[src/rtl/nzd_stack_pkg.sv]
package nzd_stack_pkg;
    typedef enum logic [1:0] {
        OP_IDLE    = 2'd0,
        OP_PUSH    = 2'd1,
        OP_POP     = 2'd2,
        OP_RESTART = 2'd3
    } stack_op_e;
endpackage

[src/rtl/nzd_stack_ctrl.sv]
module nzd_stack_ctrl
    import nzd_stack_pkg::*;
#(
    parameter int DEPTH = 8,
    localparam int AW = $clog2(DEPTH),
    localparam int CW = $clog2(DEPTH + 1)
) (
    input  logic          clk,
    input  logic          rst_n,
    input  logic          restart,
    input  logic          push_i,
    input  logic          pop_i,
    output logic          acc_wr,
    output logic          acc_rd,
    output logic [AW-1:0] acc_addr,
    output logic          wr_en_o,
    output logic          rd_en_o,
    output logic          finish_o,
    output logic [AW-1:0] addr_o
);
    typedef struct packed {
        logic [CW-1:0] cnt;
        logic          wr;
        logic          rd;
        logic          fin;
        logic [AW-1:0] addr;
    } ctl_t;

    ctl_t          st_d, st_q;
    stack_op_e     op;
    logic          full;
    logic [CW-1:0] cnt_dec;

    assign full    = (st_q.cnt == CW'(DEPTH));
    assign cnt_dec = st_q.cnt - CW'(1);

    always_comb begin
        if (restart)                 op = OP_RESTART;
        else if (pop_i)              op = OP_POP;
        else if (push_i && !full)    op = OP_PUSH;
        else                         op = OP_IDLE;
    end

    always_comb begin
        st_d     = st_q;
        st_d.wr  = 1'b0;
        st_d.rd  = 1'b0;
        st_d.fin = 1'b0;
        unique case (op)
            OP_RESTART: begin
                st_d.cnt  = '0;
                st_d.addr = '0;
            end
            OP_PUSH: begin
                st_d.wr   = 1'b1;
                st_d.addr = st_q.cnt[AW-1:0];
                st_d.cnt  = st_q.cnt + CW'(1);
            end
            OP_POP: begin
                if (st_q.cnt == '0) begin
                    st_d.fin  = 1'b1;
                    st_d.addr = '0;
                end else begin
                    st_d.rd   = 1'b1;
                    st_d.addr = cnt_dec[AW-1:0];
                    st_d.cnt  = cnt_dec;
                    st_d.fin  = (st_q.cnt == CW'(1));
                end
            end
            default: begin
                st_d.rd   = 1'b1;
                st_d.addr = (st_q.cnt == '0) ? '0 : cnt_dec[AW-1:0];
            end
        endcase
    end

    always_ff @(posedge clk or negedge rst_n) begin
        if (!rst_n) st_q <= '0;
        else        st_q <= st_d;
    end

    assign acc_wr   = st_d.wr;
    assign acc_rd   = st_d.rd;
    assign acc_addr = st_d.addr;
    assign wr_en_o  = st_q.wr;
    assign rd_en_o  = st_q.rd;
    assign finish_o = st_q.fin;
    assign addr_o   = st_q.addr;

    a_r1_restart_clears: assert property (@(posedge clk) disable iff (!rst_n)
        restart |=> (!wr_en_o && !rd_en_o && !finish_o && addr_o == '0 && st_q.cnt == '0));
    a_r2_push_advances: assert property (@(posedge clk) disable iff (!rst_n)
        (push_i && !pop_i && !restart && st_q.cnt < CW'(DEPTH)) |=> (st_q.cnt == $past(st_q.cnt) + CW'(1) && wr_en_o));
    a_r3_pop_retreats: assert property (@(posedge clk) disable iff (!rst_n)
        (pop_i && !restart && st_q.cnt != '0) |=> (st_q.cnt == $past(st_q.cnt) - CW'(1) && rd_en_o));
    a_r4_empty_pop: assert property (@(posedge clk) disable iff (!rst_n)
        (pop_i && !restart && st_q.cnt == '0) |=> (finish_o && !rd_en_o && !wr_en_o));
    a_r6_full_holds: assert property (@(posedge clk) disable iff (!rst_n)
        (push_i && !pop_i && !restart && full) |=> ($stable(st_q.cnt) && !wr_en_o));
    a_r7_pop_wins: assert property (@(posedge clk) disable iff (!rst_n)
        pop_i |=> !wr_en_o);
    a_r2_access_exclusive: assert property (@(posedge clk) disable iff (!rst_n)
        !(wr_en_o && rd_en_o));
    a_r6_count_bounded: assert property (@(posedge clk) disable iff (!rst_n)
        st_q.cnt <= CW'(DEPTH));
endmodule

[src/rtl/nzd_stack_store.sv]
module nzd_stack_store #(
    parameter int DEPTH = 8,
    parameter int EW    = 4,
    localparam int AW = $clog2(DEPTH)
) (
    input  logic          clk,
    input  logic          rst_n,
    input  logic          we,
    input  logic          re,
    input  logic [AW-1:0] addr,
    input  logic [EW-1:0] wdata,
    output logic [EW-1:0] rdata_o
);
    logic [EW-1:0] mem_q [DEPTH];
    logic [EW-1:0] rdata_d, rdata_q;

    for (genvar g = 0; g < DEPTH; g++) begin : g_slot
        logic [EW-1:0] slot_d;
        always_comb begin
            slot_d = mem_q[g];
            if (we && addr == AW'(g)) slot_d = wdata;
        end
        always_ff @(posedge clk or negedge rst_n) begin
            if (!rst_n) mem_q[g] <= '0;
            else        mem_q[g] <= slot_d;
        end
    end

    always_comb begin
        rdata_d = rdata_q;
        if (re) rdata_d = mem_q[addr];
    end

    always_ff @(posedge clk or negedge rst_n) begin
        if (!rst_n) rdata_q <= '0;
        else        rdata_q <= rdata_d;
    end

    assign rdata_o = rdata_q;

    a_r3_read_no_write: assert property (@(posedge clk) disable iff (!rst_n)
        !(we && re));
endmodule

[src/rtl/nzd_index_stack.sv]
module nzd_index_stack #(
    parameter int DEPTH = 8,
    parameter int IDX_W = 3,
    localparam int AW = $clog2(DEPTH),
    localparam int EW = IDX_W + 1
) (
    input  logic             clk,
    input  logic             rst_n,
    input  logic             restart,
    input  logic             push_i,
    input  logic [IDX_W-1:0] push_idx_i,
    input  logic             push_sign_i,
    input  logic             pop_i,
    output logic             wr_en_o,
    output logic             rd_en_o,
    output logic [AW-1:0]    addr_o,
    output logic [IDX_W-1:0] out_idx_o,
    output logic             out_sign_o,
    output logic             finish_o
);
    logic          acc_wr, acc_rd;
    logic [AW-1:0] acc_addr;
    logic [EW-1:0] rdata;

    nzd_stack_ctrl #(.DEPTH(DEPTH)) u_ctrl (
        .clk      (clk),
        .rst_n    (rst_n),
        .restart  (restart),
        .push_i   (push_i),
        .pop_i    (pop_i),
        .acc_wr   (acc_wr),
        .acc_rd   (acc_rd),
        .acc_addr (acc_addr),
        .wr_en_o  (wr_en_o),
        .rd_en_o  (rd_en_o),
        .finish_o (finish_o),
        .addr_o   (addr_o)
    );

    nzd_stack_store #(.DEPTH(DEPTH), .EW(EW)) u_store (
        .clk     (clk),
        .rst_n   (rst_n),
        .we      (acc_wr),
        .re      (acc_rd),
        .addr    (acc_addr),
        .wdata   ({push_sign_i, push_idx_i}),
        .rdata_o (rdata)
    );

    assign out_sign_o = rdata[EW-1];
    assign out_idx_o  = rdata[IDX_W-1:0];

    a_r4_finish_no_write: assert property (@(posedge clk) disable iff (!rst_n)
        finish_o |-> !wr_en_o);
endmodule

[config.mk]
export PLATFORM = sky130hd
export DESIGN_NAME = nzd_index_stack
export DESIGN_NICKNAME = d
export VERILOG_FILES = /design/src/rtl/nzd_stack_pkg.sv /design/src/rtl/nzd_stack_ctrl.sv /design/src/rtl/nzd_stack_store.sv /design/src/rtl/nzd_index_stack.sv
export SDC_FILE = /design/constraint.sdc
export NUM_CORES = 1
export LEC_CHECK = 0
export BUFFER_PORTS_ARGS = -buffer_cell sky130_fd_sc_hd__buf_4
export CAP_MARGIN = 20
export CORE_MARGIN = 4
export CORE_UTILIZATION = 59
export CTS_BUF_LIST = sky130_fd_sc_hd__clkbuf_16
export CTS_CLUSTER_DIAMETER = 120
export DETAILED_ROUTE_END_ITERATION = 6
export PLACE_DENSITY = 0.88
export SYNTH_ARGS = -nofsm -noshare
export SYNTH_HDL_FRONTEND = slang
export SYNTH_HIERARCHICAL = 1
export SYNTH_SLANG_ARGS = --single-unit
[constraint.sdc]
create_clock -name clk -period 3.87 [get_ports clk]
set_clock_uncertainty 0.15 [all_clocks]
set_input_delay 0.9675 -clock clk [delete_from_list [all_inputs] [get_ports clk]]
set_output_delay 0.9675 -clock clk [all_outputs]
set_load 0.1 [all_outputs]
=== After elaboration in Yosys (flattened, before gate mapping) ===
Cells that the tools add are included.

* Bits in registers: 46
* Input port bits: 9
* Output and inout port bits: 10

* Add/sub/neg operators: 2
* Order comparisons: 1
* Equality and inequality tests: 13
* Multiplexer cells: 15
* Bitwise gates (word level): 1
* Reductions and logical operators: 15

{| class="wikitable"
|+ Operators by type and width
! operator !! number
|-
| two-way mux 4 bit || 4
|-
| binary-select mux 4 bit (select 3 bit) || 1
|-
| == test 3 bit (second input constant) || 4
|-
| case mux 4 bit (3 select lines) || 1
|-
| logical AND 1 bit || 9
|-
| case mux 3 bit (3 select lines) || 1
|-
| == test 3 x 2 -> 1 bit (second input constant) || 2
|-
| adder 4 x 1 -> 4 bit (second input constant) || 1
|-
| == test 2 bit (second input constant) || 2
|-
| == test 4 x 1 -> 1 bit (second input constant) || 1
|-
| == test 4 bit (second input constant) || 1
|-
| greater-or-equal comparator 4 bit (second input constant) || 1
|-
| zero test 4 bit || 1
|-
| two-way mux 1 bit || 4
|-
| two-way mux 2 bit || 2
|-
| inverter 3 -> 4 bit || 1
|-
| subtractor 4 x 1 -> 4 bit (second input constant) || 1
|-
| == test 3 x 1 -> 1 bit (second input constant) || 1
|-
| zero test 3 bit || 1
|-
| two-way mux 3 bit || 1
|-
| nonzero test 3 bit || 1
|-
| == test 2 x 1 -> 1 bit (second input constant) || 1
|-
| inequality test 2 bit (second input constant) || 1
|-
| case mux 1 bit (2 select lines) || 1
|-
| 3 further kinds || 3
|}

=== Logic depth before layout (Yosys ltp) ===
Gate-level depths: netlist of the first run.

* Depth in word-level cells: 12
* Mapped depth: 15
* Gate-level depth less buffers: 9

=== By module ===
The synthesis of the first run kept the hierarchy.

{| class="wikitable"
|+ Modules (own cells, without submodules)
! module !! times used !! cells each !! area each (µm²)
|-
| nzd_stack_store || 1 || 122 || 1716.6
|-
| nzd_stack_ctrl || 1 || 77 || 708.2
|}

=== Worst setup path after synthesis of the first run ===
No wires, ideal clock.

* Kind: input to register
* From: in pop_i
* To: reg u_store/mem_q[12] (netlist name)
* Library setup time: 0.125 ns
* Data arrival time: 2.732 ns
* Required time: 3.595 ns
* Path slack: 0.863 ns
* Stages on the path: 10
* Path through: buf_6 -> nand2b_2 -> a21oi_1 -> o22ai_1 -> nor2b_1 -> buf_4 -> buf_4 -> nand2b_1 -> nor2_1 -> mux2_2

{| class="wikitable"
|+ RTL lines
! what !! RTL line !! RTL
|-
| start: declaration || nzd_index_stack.sv:13 || <nowiki>input logic pop_i,</nowiki>
|-
| end signal: indexed assignment || nzd_stack_store.sv:25 || <nowiki>else mem_q[g] <= slot_d;</nowiki>
|-
| end: declaration || nzd_stack_store.sv:14 || <nowiki>logic [EW-1:0] mem_q [DEPTH];</nowiki>
|}

=== Final worst setup path of the first run ===
* From: reg u_ctrl/st_q[6] (netlist name)
* To: reg u_store/mem_q[27] (netlist name)

* Longest elaborated chain between the ends: 10
* Elaborated cells between the ends (all ways): 17
* Classes of those cells: add/sub (1); eq/ne (5); mux (7); reduce/logical (4)

{| class="wikitable"
|+ Ends and longest elaborated chain
! what !! RTL line !! RTL
|-
| start: declaration || nzd_stack_ctrl.sv:29 || <nowiki>ctl_t st_d, st_q;</nowiki>
|-
| start signal: assignment || nzd_stack_ctrl.sv:79 || <nowiki>else st_q <= st_d;</nowiki>
|-
| == test 4 bit || nzd_stack_ctrl.sv:34 || <nowiki>assign full = (st_q.cnt == CW'(DEPTH));</nowiki>
|-
| zero test 1 bit || nzd_stack_ctrl.sv:40 || <nowiki>else if (push_i && !full) op = OP_PUSH;</nowiki>
|-
| logical AND 1 bit || nzd_stack_ctrl.sv:40 ||
|-
| two-way mux 1 bit || nzd_stack_ctrl.sv:40 ||
|-
| two-way mux 2 bit || nzd_stack_ctrl.sv:39 || <nowiki>else if (pop_i) op = OP_POP;</nowiki>
|-
| two-way mux 2 bit || nzd_stack_ctrl.sv:38 || <nowiki>if (restart) op = OP_RESTART;</nowiki>
|-
| == test 2 bit / == test 2 x 1 -> 1 bit (equally long branches) || nzd_stack_ctrl.sv:49 || <nowiki>unique case (op)</nowiki>
|-
| case mux 3 bit (3 select lines) (*) || nzd_stack_ctrl.sv:49 ||
|-
| named net acc_addr[0] || nzd_index_stack.sv:22 || <nowiki>logic [AW-1:0] acc_addr;</nowiki>
|-
| == test 3 x 1 -> 1 bit (*) || nzd_stack_store.sv:21 || <nowiki>if (we && addr == AW'(g)) slot_d = wdata;</nowiki>
|-
| logical AND 1 bit (*) || nzd_stack_store.sv:21 ||
|}

The timed path passes the listed nets; every way through them passes the cells marked *.
A chain may end at the register's enable or synchronous reset.

==> key figures, run 1 <==
STA
  – Slew at the pin with the worst max-slew slack: between 0.6 and 0.7 ns
  – Slew Limit Fails: 0
  – Period Utilization, post-route: between 80% and 90%
  – Max frequency: just over 300 MHz
  – Setup tns final: 0 ns
  – Slew Limit Headroom: between 50 and 60%
  – Final setup vio count: 0
  – Period minus WS final: between 3 and 4 ns
  – Min Hold Slack: 0.359 ns
  – Unrepaired setup endpoints after global routing: no
  – Final hold violation count: 0

Clocking
  – CTS max path bufs: 2
  – CTS tree: done
  – CTS clk-pin slew, worst paths: about 0.06 ns
  – H-tree depth: 2
  – Hold_buf cts: 0
  – TritonCTS buffer count: 5
  – Setup Fix Bufs, Post-CTS: 0
  – # clock sinks: 46
  – Worst-skew pair later-pin latency: 0.28 ns
  – PostCTS Resize Cnt: 0
  – CTS root buf: clkbuf_16

Routing
  – # DRC: 0
  – Average wire per standard cell: approximately 18 um
  – Via Count: about 1600
  – Drt first pass iters: 4
  – First DRT Iteration DRCs: 74
  – WL final: approximately 4700 um
  – Final ANT Viol Nets: 0
  – Vias/cell: 6.08

Power
  – Worst VDD drop: approximately 0.00052 V
  – Comb pwr share: between 40% and 50%
  – Net load switching power: roughly 950 uW
  – Total Power: roughly 2200 uW
  – Clock Power Share: between 15 and 20%
  – Sequential power share: 34.0%
  – Sw Ratio: between 40% and 50%
  – P per Cell Area: about 850 nW/um^2
  – Lkg Pwr: roughly 0.0013 uW
  – Internal power: approximately 1300 uW

Die
  – Die height: just over 70 um
  – Full die area: between 5000 and 6000 sq um
  – Io pins: 19
  – Die width: 72.1 um
  – Core ar.: 4000 sq um
  – Initial Util: approximately three fifths
  – Num rows: 23

Place
  – I/O Buffers: 18
  – Final GP Congestion: approximately 0.87
  – Hpwl dp: between 3000 and 4000 um
  – Cell count after placement: 253

Synth
  – Post-Synth Simple-Gate Area: 13.8%
  – Adder-cell area share of the yosys netlist: approximately 1.5%
  – Multiplexer share of the synthesized area: 22.3%
  – Fraction of registers with async set/reset: 100%
  – Largest family of logic cells by synthesized area: multiplexers
  – Top cells by count, synth: 46 x dfrtp_1, 30 x mux2_2, 12 x mux2i_1, 12 x nor2_1, 10 x nand2_1
  – XOR/XNOR Fraction of Synth Area: less than 1%
  – Avg Synthesized Cell Area: roughly 12 sq um
  – Synth top area share: a little under half
  – Post-synth top area cell: dfrtp_1
  – Netlist cell types: 48
  – Post-synth design cell area: between 2000 and 2500 sq um
  – Number of flops mapped to enable cells by yosys: 0
  – Synth Area in Compound Gates: a little under 8%
  – Top-count cell post-synth: dfrtp_1
  – Ys Warns: 6
  – Sequential area share after synthesis: approximately 47%
  – Cells after Synth: 199
  – Main area contributors after synthesis: dfrtp_1 47%, mux2_2 14%, mux2i_1 5.0%, buf_6 2.8%, buf_4 2.5%
  – Ys flop type: dfrtp_1
  – Post-Syn Nets: 211
  – Synthesized flop and latch total: 46

Global route
  – GRT Residual Overflow: 0
  – Vias in the first global route: between 1500 and 2000
  – Total GRT Usage: roughly a fifth
  – Largest net degree at the start of global routing: 47
  – Initial antenna violation count: 0
  – First-pass GRT wire length: slightly below 8000 um

Setup path
  – Reg2Reg Setup Slack: 0.61 ns
  – CP Capture Type: flip-flop
  – Crit path kind: reg2reg
  – Worst-path fanout max: 10
  – Arrival @ worst endpoint: approximately 3.3 ns
  – Worst Path Required: 3.88 ns
  – Critical Path Start Type: flip-flop

Final layout
  – FILL cells: between 200 and 300
  – N_diodes: 0
  – Area growth, synth to finish: 9.44%
  – # nets final: roughly 220
  – Layout cells sized above 1: between 30% and 40%
  – Fin cells: approximately 260

Hold path
  – Min-Delay Path Class: reg2reg

Outcome
  – Status: finished clean

Run
  – Max-cap violations: 0
worst max-delay path, cell delays in order (launching register included):
cell and delay [ns]:
dfrtp_1 0.49, inv_1 0.10, ha_1 0.33, and3b_1 0.37, a21oi_1 0.10, o22ai_1 0.15, nor2b_1 0.54, nor2b_4 0.32
and2b_1 0.23, mux2_2 0.36
metrics by stage:
step                      instance area, sq um  utilization (%)  setup WS (ns)
after floorplan                           2420                -          0.863
after global placement                    2510             62.8          0.639
after detailed placement                  2510             62.8          0.578
after CTS                                 2650             66.3          0.636
after global routing                      2650             66.3          0.436
final                                     2650             66.3          0.614
logic make-up after synthesis:
kind of cell	count (synthesis)
mux	47
fa+ha+maj	3
flops	46
buf+inv	22
simple gates	56
compound gates	24
xor+xnor	1
state kept, by name, indices dropped and copies added (netlist names):
signal           count
u_ctrl/addr_o        3
u_ctrl/finish_o      1
u_ctrl/rd_en_o       1
u_ctrl/st_q          4
u_ctrl/wr_en_o       1
u_store/mem_q       32
u_store/rdata_o      4
routing by layer:
layer | share of wire, % | GRT usage, % | vias up | wire (um)
met5 | 0 | 0 | - | 0
met1 | 45 | 25.8 | 813 | 2140
met3 | 4.2 | 5.68 | 4 | 198
met2 | 50 | 31.3 | 40 | 2340
met4 | 0.87 | 5.22 | 0 | 41
li1 | - | - | 731 | -
power groups by stage:
stage	sequential [uW]	clock (uW)	combinational, uW
2_1_floorplan	908	0	763
3_3_place_gp	764	0	1040
3_5_place_dp	770	0	1070
4_1_cts	762	416	1080
5_1_grt	785	438	1150
6_report	762	408	1070
cell usage in the layout, fill, tap and decap left out, types with 2 or more instances in the layout:
master,Yosys,final
nor2b_4,2,2
mux2i_1,12,12
mux2_4,4,4
clkbuf_16,0,5
buf_4,8,22
nand4_1,2,2
o22ai_1,2,2
inv_1,4,5
mux2_2,30,30
ha_1,3,3
dfrtp_1,46,46
nor2b_2,1,2
a41o_1,3,3
nand2_1,10,10
nand3_1,4,4
nor2_1,12,12
nor3_1,2,2
a21oi_1,4,4
nand2b_1,5,5
nor2b_1,7,6
a22oi_1,3,3
final timing paths:
check | startpoint | to | cells past startpoint
worst max-delay path | u_ctrl/st_q[6] | u_store/mem_q[27] | 9
worst min-delay path | u_store/mem_q[15] | u_store/mem_q[15] | 1
worst max register to register | u_ctrl/st_q[6] | u_store/mem_q[27] | 9
worst min register to register | u_store/mem_q[15] | u_store/mem_q[15] | 1
max in group asynchronous | rst_n | u_store/mem_q[10] | 1
min in group asynchronous | rst_n | u_store/mem_q[4] | 1
area by class of cell:
type                       count  area, sq um  area share [%]
clock inverter                 3         17.5           0.660
timing repair buffer          22          165            6.22
clock buffer                   5          125            4.71
inverter                       4         15.0           0.566
sequential                    46         1150            43.4
tap                           50         62.6            2.36
multi-input combinational    131         1120            42.1
Note: power is estimated with default switching activity, not from simulation.
==> run 2, diff against run 1 <==
- ABC_AREA: not set -> 1
- clock period: 3.87 -> 3.15 ns (I/O delays scaled with it)
==> run 2 against run 1 <==
Flip-flop and latch count unchanged. First-iteration DRC count grew to 2.8 times the previous value. Clock-buffer cell count unchanged. Combinational power decreased by 9%.
==> key figures, run 2 <==
Place
  – Hpwl dp: around 3500 um
  – Cell count after placement: approximately 340
  – I/O Buffers: 18
  – Final GP Congestion: ~0.91

Synth
  – Post-synth top area cell: dfrtp_1
  – Ys Warns: 6
  – Synthesized flop and latch total: 46
  – Fraction of registers with async set/reset: 100%
  – Synth top area share: between 40% and 50%
  – Top-count cell post-synth: nand2_1
  – Cells after Synth: about 290
  – Avg Synthesized Cell Area: a little over 8 sq um
  – Number of flops mapped to enable cells by yosys: 0
  – Post-synth design cell area: between 2000 and 2500 sq um
  – Post-Syn Nets: approximately 300
  – Top cells by count, synth: 122 x nand2_1, 46 x dfrtp_1, 26 x o21ai_0
  – Main area contributors after synthesis: dfrtp_1 50%, nand2_1 20%, o21ai_0 5.6%, nand3_1 3.5%, buf_4 2.6%
  – Ys flop type: dfrtp_1
  – Sequential area share after synthesis: 49.6%
  – Netlist cell types: 27

Routing
  – Average wire per standard cell: about 15 um
  – Drt first pass iters: 6
  – Final ANT Viol Nets: 0
  – Via Count: approximately 2000
  – WL final: about 5200 um
  – First DRT Iteration DRCs: 204
  – Vias/cell: around 5.6
  – # DRC: 0

STA
  – Final setup vio count: 0
  – Period Utilization, post-route: 89.2%
  – Slew Limit Fails: 0
  – Min Hold Slack: about 0.34 ns
  – Slew at the pin with the worst max-slew slack: 0.559 ns
  – Period minus WS final: 2.81 ns
  – Max frequency: 356 MHz
  – Setup tns final: 0 ns
  – Slew Limit Headroom: between 60 and 70%
  – Unrepaired setup endpoints after global routing: no
  – Final hold violation count: 0

Global route
  – First-pass GRT wire length: about 8500 um
  – Initial antenna violation count: 0
  – Largest net degree at the start of global routing: between 40 and 50
  – Vias in the first global route: about 1800
  – Total GRT Usage: a little over a fifth
  – GRT Residual Overflow: 0

Setup path
  – CP max stage cell: dfrtp_1
  – Crit-path max cell delay: 0.43 ns
  – Critical Path Start Type: flip-flop
  – Worst Path Required: 3.15 ns
  – Most frequent CP cell: nand2_1
  – CP cell instances: inv_1, ha_1, nand3_2, nand2_4, nand2_2, o22ai_1, nand2_1, inv_1, nand2_1, nand2_1, o21ai_0
  – Worst reg2reg path depth: 11
  – Arrival @ worst endpoint: between 2 and 3 ns
  – Crit path kind: reg2reg
  – Worst Setup SP: u_ctrl/st_q[6]
  – Reg2reg end: u_store/mem_q[11]
  – Worst r2r src: u_ctrl/st_q[6]
  – CP Capture Type: flip-flop
  – Worst-path fanout max: 8
  – CP top delay family: simple AND/OR/NAND/NOR gates
  – Reg2Reg Setup Slack: approximately 0.34 ns
  – Worst Path Buf+Inv: 2

Final layout
  – Largest register FFs: 32
  – Fin util: between 60% and 70%
  – FILL cells: 290
  – # nets final: between 300 and 400
  – Most frequent cells in the layout: 122 x nand2_1, 46 x dfrtp_1, 26 x o21ai_0, 20 x buf_4, 16 x nand3_1
  – FF+latch area: 1150 sq um
  – Area growth, synth to finish: 12.3%
  – Reg with most FFs: u_store/mem_q
  – N_diodes: 0
  – Commonest non-fill, non-tap cell in the layout: nand2_1
  – Footprint of the multi-input gates: between 1000 and 1500 sq um
  – Fin cells: around 350
  – Layout cells sized above 1: 15.1%

Power
  – Lkg Pwr: 0.00134 uW
  – Worst VDD drop: roughly 0.00043 V
  – Clock Power Share: between 20% and 30%
  – Comb pwr share: between 30% and 40%
  – P per Cell Area: around 940 nW/um^2
  – Internal power: 1410 uW
  – Sequential power share: roughly 37%
  – Sw Ratio: a little over two fifths
  – Total Power: 2450 uW
  – Net load switching power: between 1000 and 1500 uW

Die
  – Die width: 70.7 um
  – Full die area: 5000 sq um
  – Core ar.: between 3000 and 4000 sq um
  – Io pins: 19
  – Num rows: 22
  – Die height: ~70 um
  – Initial Util: roughly 62%

Run
  – Max-cap violations: 0

Clocking
  – CTS clk-pin slew, worst paths: approximately 0.06 ns
  – PostCTS Resize Cnt: 0
  – CTS root buf: clkbuf_16
  – Hold_buf cts: 0
  – H-tree depth: 2
  – CTS tree: done
  – Setup Fix Bufs, Post-CTS: 0
  – Worst-skew pair later-pin latency: around 0.28 ns
  – # clock sinks: 46
  – CTS max path bufs: 2
  – TritonCTS buffer count: 5

Outcome
  – Status: finished clean

Hold path
  – Min-Delay Path Class: in2async
## run 2: changes by cell type in the layout (fill, tap and decap cells not counted), sizes merged, moves of 3 or more
| cell | change |
|---|---|
| nand2 | +116 |
| mux2 | -34 |
| o21ai | +31 |
| inv | +15 |
| nand3 | +15 |
| mux2i | -12 |
| nor2b | -10 |
| nand2b | -6 |
| a22oi | -3 |
| a41o | -3 |
| nand4 | +3 |
## run 2: kinds of logic (layout without fill, tap and decap cells)
family / Yosys count / after routing / share of synthesized area, %
simple gates: 166 / 166 / 32.2
flops: 46 / 46 / 49.6
compound gates: 41 / 41 / 9.06
buf+inv: 29 / 46 / 6.79
fa+ha+maj: 3 / 3 / 1.62
xor+xnor: 2 / 2 / 0.755
## run 2: metal layers
layer	routed length (um)	up-vias	GRT usage, %
met4	127	0	6.26
met2	2420	107	33.1
met1	2210	908	29.5
met3	412	17	5.97
met5	0	-	0
li1	-	956	-
## run 2: final cells by class
class,instances,area share (%)
Inverter,18,2.69
Clock inverter,3,1.44
Clock buffer,5,4.80
Sequential cell,46,44.2
Timing Repair Buffer,20,5.76
Tap cell,48,2.30
Multi-Input combinational cell,212,38.8
## run 2: stage by stage
step | instance area, sq um | worst slack (ns)
5_1_grt | 2610 | 0.102
3_3_place_gp | 2440 | 0.472
6_report | 2610 | 0.341
3_5_place_dp | 2440 | 0.414
4_1_cts | 2610 | 0.389
2_1_floorplan | 2320 | 0.829
## run 2: worst max path at each step
stage | cells past startpoint | to
detailed placement | 11 | u_store/mem_q[13]
floorplan | 16 | u_store/rdata_o[0]
finish | 11 | u_store/mem_q[11]
CTS | 11 | u_store/mem_q[13]
global placement | 11 | u_store/mem_q[13]
global route | 10 | u_store/mem_q[11]
## run 2: power groups by stage
stage / clock network [uW] / logic (uW) / registers [uW]
floorplan: 0 / 640 / 1050
global placement: 0 / 925 / 903
detailed placement: 0 / 952 / 905
CTS: 578 / 968 / 897
global route: 606 / 1060 / 918
finish: 571 / 976 / 902
==> run 3, diff against run 2 <==
- CORE_ASPECT_RATIO: not set -> 1.2
==> run 3 against run 2 <==
Critical endpoint is now u_store/mem_q[5]. Critical path depth is the same. Via count decreased by 1.1%. Final cell count increased by 1.4%. Cell area is 0.34% lower. Register-to-register slack about the same. Setup slack got worse by 0.0049 ns. Combinational power grew 0.6%. Sequential power hardly changed. First-iteration DRC count unchanged. Hold slack gained 0.00077 ns. Critical path type unchanged. Power down 2.8%.
==> key figures, run 3 (synthesized netlist as in run 2, its figures left out) <==
Clocking
  – CTS tree: done
  – Hold_buf cts: 0
  – Setup Fix Bufs, Post-CTS: 0
  – PostCTS Resize Cnt: 0
  – H-tree depth: 2
  – CTS max path bufs: 2
  – Worst-skew pair later-pin latency: ~0.28 ns
  – CTS clk-pin slew, worst paths: 0.06 ns
  – # clock sinks: 46
  – TritonCTS buffer count: 5
  – CTS root buf: clkbuf_16

Setup path
  – CP Capture Type: flip-flop
  – Arrival @ worst endpoint: about 2.8 ns
  – Worst Setup SP: u_ctrl/st_q[6]
  – CP cell instances: inv_1, ha_1, nand3_2, nand2_4, nand2_2, o22ai_1, nand2_1, inv_1, nand2_1, nand2_1, o21ai_0
  – Crit path kind: reg2reg
  – Worst-path fanout max: 8
  – Critical Path Start Type: flip-flop
  – Worst Path Required: roughly 3.2 ns
  – Crit-path max cell delay: around 0.45 ns
  – CP max stage cell: o22ai_1
  – Most frequent CP cell: nand2_1
  – Worst r2r src: u_ctrl/st_q[6]

Die
  – Io pins: 19
  – Core ar.: 3720 sq um
  – Initial Util: 62.3%
  – Num rows: 24
  – Die height: ~77 um
  – Die width: 65.3 um
  – Full die area: between 5000 and 6000 sq um

Final layout
  – Largest register FFs: 32
  – Fin util: a little over two thirds
  – Footprint of the multi-input gates: between 1000 and 1500 sq um
  – Area growth, synth to finish: 11.9%
  – Most frequent cells in the layout: 122 x nand2_1, 46 x dfrtp_1, 26 x o21ai_0, 21 x buf_4, 16 x nand3_1
  – Reg with most FFs: u_store/mem_q
  – Layout cells sized above 1: 15.4%
  – # nets final: 316
  – FF+latch area: roughly 1200 sq um
  – FILL cells: 304
  – Commonest non-fill, non-tap cell in the layout: nand2_1
  – N_diodes: 0

Global route
  – Vias in the first global route: 1954
  – Largest net degree at the start of global routing: 47
  – Total GRT Usage: a little under a quarter
  – First-pass GRT wire length: slightly above 9000 um
  – GRT Residual Overflow: 0
  – Initial antenna violation count: 0

STA
  – Slew Limit Headroom: a little over three fifths
  – Max frequency: approximately 360 MHz
  – Period Utilization, post-route: 89.3%
  – Final hold violation count: 0
  – Slew Limit Fails: 0
  – Final setup vio count: 0
  – Setup slack after layout: 0.336 ns
  – Slew at the pin with the worst max-slew slack: around 0.56 ns
  – Unrepaired setup endpoints after global routing: no
  – Setup tns final: 0 ns
  – Period minus WS final: between 2 and 3 ns

Routing
  – Drt first pass iters: 5
  – # DRC: 0
  – Vias/cell: around 5.5
  – First DRT Iteration DRCs: about 200
  – Via Count: 1966
  – Average wire per standard cell: ~14 um
  – Final ANT Viol Nets: 0
  – WL final: 5060 um

Place
  – Pre-CTS WS: 0.433 ns
  – Hpwl dp: approximately 3400 um
  – I/O Buffers: 18
  – Final GP Congestion: about 0.85

Hold path
  – Min-Delay Path Class: in2async

Outcome
  – Status: finished clean

Run
  – Max-cap violations: 0

Power
  – P per Cell Area: ~900 nW/um^2
  – Worst VDD drop: 0.000406 V
  – Lkg Pwr: between 0.001 and 0.0015 uW
-- run 3: changes by cell type in the layout (fill, tap and decap cells not counted), sizes merged --
| cell | change |
|---|---|
| buf | +1 |
| clkinv | +3 |
| bufinv | -1 |
| inv | -2 |
-- run 3: metal layers --
layer  wire, um  vias to the layer above  track usage, %
met5          0                        -               0
met3        310                       22            4.82
li1           -                      951               -
met4        153                        0            10.2
met1       2100                      905            29.6
met2       2500                       88            37.3
-- run 3: final cells by class --
cell class | instances | share of cell area [%]
Multi-Input combinational cell | 212 | 39.0
Timing Repair Buffer | 21 | 6.07
Tap cell | 52 | 2.50
Inverter | 18 | 2.70
Clock inverter | 3 | 0.626
Clock buffer | 5 | 4.82
Sequential cell | 46 | 44.3
-- run 3: worst paths after layout --
path / endpoint / slack (ns) / depth (start not counted)
worst min-delay path: u_store/mem_q[18] / 0.34 / 1
worst max-delay path: u_store/mem_q[5] / 0.34 / 11
worst min register to register: u_store/mem_q[21] / 0.34 / 2
min in group clk: u_store/mem_q[21] / 0.34 / 2
max in group asynchronous: u_ctrl/addr_o[1] / 2.14 / 1
worst max register to register: u_store/mem_q[5] / 0.34 / 11
-- run 3: power breakdown --
| part | total, uW | internal (uW) | switching (uW) |
|---|---|---|---|
| Combinational | 982 | 271 | 711 |
| Clock | 494 | 289 | 205 |
| Sequential | 904 | 775 | 129 |
| Total | 2380 | 1340 | 1040 |
-- run 3: worst max-delay path: cells and delay by family, from the launching register on --
family,cells,cell delay [ns]
buf+inv,2,0.36
fa+ha+maj,1,0.31
compound gates,2,0.53
flops,1,0.43
simple gates,6,0.89
-- run 3: metrics by stage --
stage          instance area (sq um)  hold WS (ns)  instances  total power, uW
3_3_place_gp                    2460         0.317        349             1840
5_1_grt                         2600         0.366        357             2550
2_1_floorplan                   2320         0.303        287             1690
3_5_place_dp                    2460         0.325        349             1870
4_1_cts                         2600         0.339        357             2370
6_report                        2600         0.337        357             2380
